<file path="src/rtl/rtc_presc_pkg.sv">
package rtc_presc_pkg;
    localparam int TICK_W  = 16;
    localparam int FRAC_W  = 4;
    localparam int CAL_W   = TICK_W + FRAC_W + 1;
    localparam int PHASE_N = 1 << FRAC_W;

    typedef struct packed {
        logic              frac_en;
        logic [FRAC_W-1:0] frac;
        logic [TICK_W-1:0] whole;
    } cal_word_t;

    typedef enum logic [0:0] {
        ST_COUNT   = 1'b0,
        ST_STRETCH = 1'b1
    } presc_state_e;

    localparam cal_word_t CAL_DEFAULT = '{frac_en: 1'b0, frac: '0, whole: 16'h7FFF};
endpackage

</file>
<file path="src/rtl/rtc_cal_store.sv">
module rtc_cal_store
    import rtc_presc_pkg::*;
#(
    parameter cal_word_t CAL_RESET = CAL_DEFAULT
) (
    input  logic      clk,
    input  logic      rst_n,
    input  logic      wr,
    input  cal_word_t wdata,
    input  logic      boundary,
    output cal_word_t written,
    output cal_word_t active
);
    // Written copy follows the strobe at once; the active copy only moves on a
    // second boundary, taking a same-cycle write directly.
    always_ff @(posedge clk or negedge rst_n) begin
        if (!rst_n) begin
            written <= CAL_RESET;
            active  <= CAL_RESET;
        end else begin
            if (wr)
                written <= wdata;
            if (boundary)
                active <= wr ? wdata : written;
        end
    end
endmodule

</file>
<file path="src/rtl/rtc_frac_phase.sv">
module rtc_frac_phase
    import rtc_presc_pkg::*;
(
    input  logic      clk,
    input  logic      rst_n,
    input  logic      boundary,
    input  cal_word_t active,
    output logic      stretch
);
    logic [FRAC_W-1:0] phase;

    always_ff @(posedge clk or negedge rst_n) begin
        if (!rst_n)
            phase <= '0;
        else if (boundary)
            phase <= phase + 1'b1;
    end

    assign stretch = active.frac_en && (phase < active.frac);
endmodule

</file>
<file path="src/rtl/rtc_tick_fsm.sv">
module rtc_tick_fsm
    import rtc_presc_pkg::*;
(
    input  logic              clk,
    input  logic              rst_n,
    input  logic              osc_en,
    input  logic [TICK_W-1:0] whole,
    input  logic              stretch,
    output logic              boundary,
    output logic [TICK_W-1:0] tick_count,
    output logic              sec_pulse
);
    presc_state_e      state, nxt_state;
    logic [TICK_W-1:0] nxt_count;

    // State register
    always_ff @(posedge clk or negedge rst_n) begin
        if (!rst_n) begin
            state      <= ST_COUNT;
            tick_count <= '0;
            sec_pulse  <= 1'b0;
        end else begin
            state      <= nxt_state;
            tick_count <= nxt_count;
            sec_pulse  <= boundary;
        end
    end

    // Next state and outputs
    always_comb begin
        nxt_state = state;
        nxt_count = tick_count;
        boundary  = 1'b0;
        if (osc_en) begin
            unique case (state)
                ST_COUNT: begin
                    if (tick_count == whole) begin
                        if (stretch) begin
                            nxt_state = ST_STRETCH;
                            nxt_count = tick_count + 1'b1;
                        end else begin
                            boundary = 1'b1;
                        end
                    end else begin
                        nxt_count = tick_count + 1'b1;
                    end
                end
                ST_STRETCH: boundary = 1'b1;
                default:    boundary = 1'b1;
            endcase
        end
        if (boundary) begin
            nxt_state = ST_COUNT;
            nxt_count = '0;
        end
    end
endmodule

</file>
<file path="src/rtl/rtc_sec_prescaler.sv">
module rtc_sec_prescaler
    import rtc_presc_pkg::*;
#(
    parameter cal_word_t CAL_RESET = CAL_DEFAULT
) (
    input  logic              clk,
    input  logic              rst_n,
    input  logic              osc_en,
    input  logic              cal_wr,
    input  logic [CAL_W-1:0]  cal_wdata,
    output logic              sec_pulse,
    output logic [TICK_W-1:0] tick_count,
    output logic [CAL_W-1:0]  cal_rdata
);
    cal_word_t cal_written, cal_active;
    logic      boundary, stretch;

    rtc_cal_store #(.CAL_RESET(CAL_RESET)) u_store (
        .clk      (clk),
        .rst_n    (rst_n),
        .wr       (cal_wr),
        .wdata    (cal_word_t'(cal_wdata)),
        .boundary (boundary),
        .written  (cal_written),
        .active   (cal_active)
    );

    rtc_frac_phase u_phase (
        .clk      (clk),
        .rst_n    (rst_n),
        .boundary (boundary),
        .active   (cal_active),
        .stretch  (stretch)
    );

    rtc_tick_fsm u_fsm (
        .clk        (clk),
        .rst_n      (rst_n),
        .osc_en     (osc_en),
        .whole      (cal_active.whole),
        .stretch    (stretch),
        .boundary   (boundary),
        .tick_count (tick_count),
        .sec_pulse  (sec_pulse)
    );

    assign cal_rdata = cal_written;
endmodule

</file>
<file path="config.mk">
export PLATFORM = sky130hd
export DESIGN_NAME = rtc_sec_prescaler
export DESIGN_NICKNAME = d
export VERILOG_FILES = /design/src/rtl/rtc_presc_pkg.sv /design/src/rtl/rtc_cal_store.sv /design/src/rtl/rtc_frac_phase.sv /design/src/rtl/rtc_tick_fsm.sv /design/src/rtl/rtc_sec_prescaler.sv
export SDC_FILE = /design/constraint.sdc
export NUM_CORES = 1
export LEC_CHECK = 0
export BUFFER_PORTS_ARGS = -buffer_cell sky130_fd_sc_hd__buf_4
export CORE_AREA = 4 4 80 82
export DETAILED_ROUTE_END_ITERATION = 7
export DIE_AREA = 0 0 84 86
export HOLD_SLACK_MARGIN = 0.05
export PLACE_DENSITY = 0.83
export SYNTH_ARGS = -nofsm -noshare
export SYNTH_HDL_FRONTEND = slang
export SYNTH_HIERARCHICAL = 1
export SYNTH_SLANG_ARGS = --single-unit
export TNS_END_PERCENT = 50
</file>
<file path="constraint.sdc">
create_clock -name clk -period 4.6 [get_ports clk]
set_input_delay 0.69 -clock clk [delete_from_list [all_inputs] [get_ports clk]]
set_output_delay 0.69 -clock clk [all_outputs]
set_load 0.02 [all_outputs]
</file>
==> metrics.md <==
| Metric | Value |
|---|---|
| Status | `finished clean` |
| Initial DRC count | `94` |
| Core Box Area | `5746 sq um` |
| Slew Limit Fails | `0` |
| Share of cells above drive strength 1 | `0.5308` |
| Mapped Avg Cell Area | `13.91 sq um` |
| Fillers | `436` |
| Routed WL per cell | `16.89 um` |
| Clk_skew | `0.008669 ns` |
| GP Congestion | `approximately 0.8` |
| Min Tclk post-route | `2.735 ns` |
| Clock slew at reported path FFs | `0.07 ns` |
| Placed instance area | `around 3600 sq um` |
| Leak Pwr | `0.001829 uW` |
| Worst reg2reg path endpoint | `u_store/active[11]$_DFFE_PN1P_` |
| Critical Path RT | `4.86 ns` |
| Dominant cell type by area after synthesis | `dfrtp_1` |
| TritonCTS clock tree | `yes` |
| Post-Route WL | `6.197 mm` |
| Final Cell Area | `3760 sq um` |
| Hold_buf cts | `0` |
| Worst slack at placement | `1.899 ns` |
| Largest net degree at the start of global routing | `65` |
| Slew headroom | `0.4844` |
| Cell Area, Synth | `3074 sq um` |
| R2R Path Start | `u_fsm/tick_count[10]$_DFFE_PN0P_` |
| Die height | `between 80 and 90 um` |
| Area occupied by multi-input gates | `1333 sq um` |
| Max Cap Viol | `0` |
| Starting Density | `0.5351` |
| Post-Route Setup TNS | `0 ns` |
| Syn-to-layout area delta | `22.30%` |
| First-pass GRT wire length | `10.32 mm` |
| Worst skew pair latency | `0.33 ns` |
| EDFF count, synth | `0` |
| Synth area leaders | `dfrtp_1 28%, dfstp_2 26%, mux2_4 20%` |
| Post-CTS setup buffers | `0` |
| Worst Reg-to-Reg Cells | `6` |
| Post-Syn Instances | `221` |
| Antenna violations before repair | `0` |
| Die X | `84 um` |
| Final hold viol count | `0` |
| Ys async rst share | `1.000` |
| Nets@finish | `317` |
| Worst reg2reg setup slack | `1.87 ns` |
| Slowest stage cell, crit path | `o21ai_4` |
| PortBufs | `62` |
| Crit path arrival time | `2.99 ns` |
| DRT antenna net count | `0` |
| Top_reg_cell synth | `dfrtp_1` |
| Seq/Total Area, Yosys | `0.5332` |
| Detailed Place HPWL | `~4.4 mm` |
| Synthesis Warnings | `6` |
| Worst VDD drop | `0.0002447 V` |
| Vias per cell | `approximately 5.2` |
| Post-route setup slack | `~1.9 ns` |
| Antenna fix cells | `0` |
| Die ar. | `7224 sq um` |
| CTS H-tree lvls | `3` |
| Syn nets | `251` |
| Top-area cell type share of the netlist area | `0.2768` |
| PD cells | `509.0 nW/um^2` |
| Remaining DRCs | `0` |
| Worst Path Max Fanout | `25` |
| RSZ-0062 raised after global routing | `false` |
| Crit-path cells | `xor2_1 > nor4_1 > nand4_2 > o21ai_4 > buf_4 > mux2_4` |
| Count leader, synth | `mux2_4` |
| Number of I/O pins | `63` |
| Post-layout util | `0.6544` |
| Final Non-Filler Cells | `approximately 370` |
| Seq cells post-synth | `64` |
| Critical Path Max Stage Delay | `0.57 ns` |
| Hold Crit Class | `in2async` |
| Sink Count | `64` |
| Fmax | `roughly 370 MHz` |
| Overflow after GRT | `0` |
| CP endpoint kind | `register` |
| Post-Place Cells | `351` |
| Clock Tree Root | `clkbuf_8` |
| Clk buf depth | `2` |
| GRT Total Usage | `0.1847` |
| Period utilization | `0.5945` |
| Sequential cell area | `1639 sq um` |
| Rows | `28` |
| Setup violators final | `0` |
| CTS Buf Count | `9` |
| Synth cell types | `33` |
| Startpoint Class | `register` |
| Via count | `1912` |
| Vias in the first global route | `2074` |
| Post-synth top cells | `40 x mux2_4, 34 x dfrtp_1, 30 x dfstp_2` |
| Post-cts resize count | `0` |
| Pre-antenna DRT Iters | `4` |
| Crit Path Class | `reg2reg` |
| Worst Max-Slew Pin Slew | `0.7735 ns` |
==> power breakdown <==
group          internal, uW  switching, uW
logic                   303            239
registers               755            132
clock network           279            206
total                  1340            578
==> flip-flops by register name (all words and copies together), names as in the netlist <==
register	count
u_store/active	21
u_store/written	21
u_fsm/tick_count	16
u_phase/phase	4
u_fsm/sec_pulse	1
u_fsm/state	1
==> cell families after synthesis <==
group,synth area share
AO/OA/AOI/OAI,0.01832
buffers and inverters,0.03337
adder cells (fa/ha/maj),0.02035
flip-flops,0.5332
AND/OR/NAND/NOR,0.09443
XOR/XNOR,0.09402
multiplexers,0.2063
==> metrics by stage <==
step	total power (uW)	hold slack, ns
floorplan	1263	0.3944
global placement	1411	0.4663
detailed placement	1439	0.4749
CTS	1939	0.4433
global route	2022	0.4753
finish	1914	0.4305
==> how the worst max path moves through the flow <==
stage,slack (ns),cells past startpoint,endpoint,start
5_1_grt,1.75,6,u_store/active[5]$_DFFE_PN1P_,u_fsm/tick_count[10]$_DFFE_PN0P_
2_1_floorplan,2.24,8,u_store/active[18]$_DFFE_PN0P_,u_fsm/tick_count[2]$_DFFE_PN0P_
6_report,1.87,6,u_store/active[11]$_DFFE_PN1P_,u_fsm/tick_count[10]$_DFFE_PN0P_
3_5_place_dp,1.90,6,u_store/active[12]$_DFFE_PN1P_,u_fsm/tick_count[0]$_DFFE_PN0P_
4_1_cts,1.88,6,u_store/active[11]$_DFFE_PN1P_,u_fsm/tick_count[10]$_DFFE_PN0P_
3_3_place_gp,1.98,6,u_store/active[11]$_DFFE_PN1P_,u_fsm/tick_count[8]$_DFFE_PN0P_
==> layer usage <==
layer / GRT usage / part of all wire / up-vias
met4: 0.08041 / 0.011 / 0
met5: 0 / 0 / -
met3: 0.05572 / 0.049 / 5
li1: - / - / 889
met2: 0.3051 / 0.51 / 52
met1: 0.2251 / 0.43 / 966
==> cell usage in the layout, fill, tap and decap left out, types with 6 or more instances in the layout <==
master	synthesis	final
mux2_4	40	40
nor2_1	16	16
clkbuf_8	1	11
inv_1	6	6
xnor2_1	7	7
dfrtp_1	34	34
dfstp_2	30	30
nand2_1	10	10
xor2_1	26	26
buf_4	0	63
==> layout make-up <==
class | instances | share of cell area
Tap cell | 75 | 0.02496
Timing Repair Buffer | 63 | 0.1258
Inverter | 6 | 0.005990
Clock inverter | 3 | 0.01065
Clock buffer | 13 | 0.04226
Multi-Input combinational cell | 143 | 0.3544
Sequential cell | 64 | 0.4359
==> worst max-delay path: cells and delay by family (launching register included) <==
kind                   cells  cell delay, ns
multiplexers               1            0.34
XOR/XNOR                   1            0.17
AND/OR/NAND/NOR            2            0.66
buffers and inverters      1            0.46
flip-flops                 1            0.44
AO/OA/AOI/OAI              1            0.57
No activity file was read; power rests on OpenSTA's default activity.
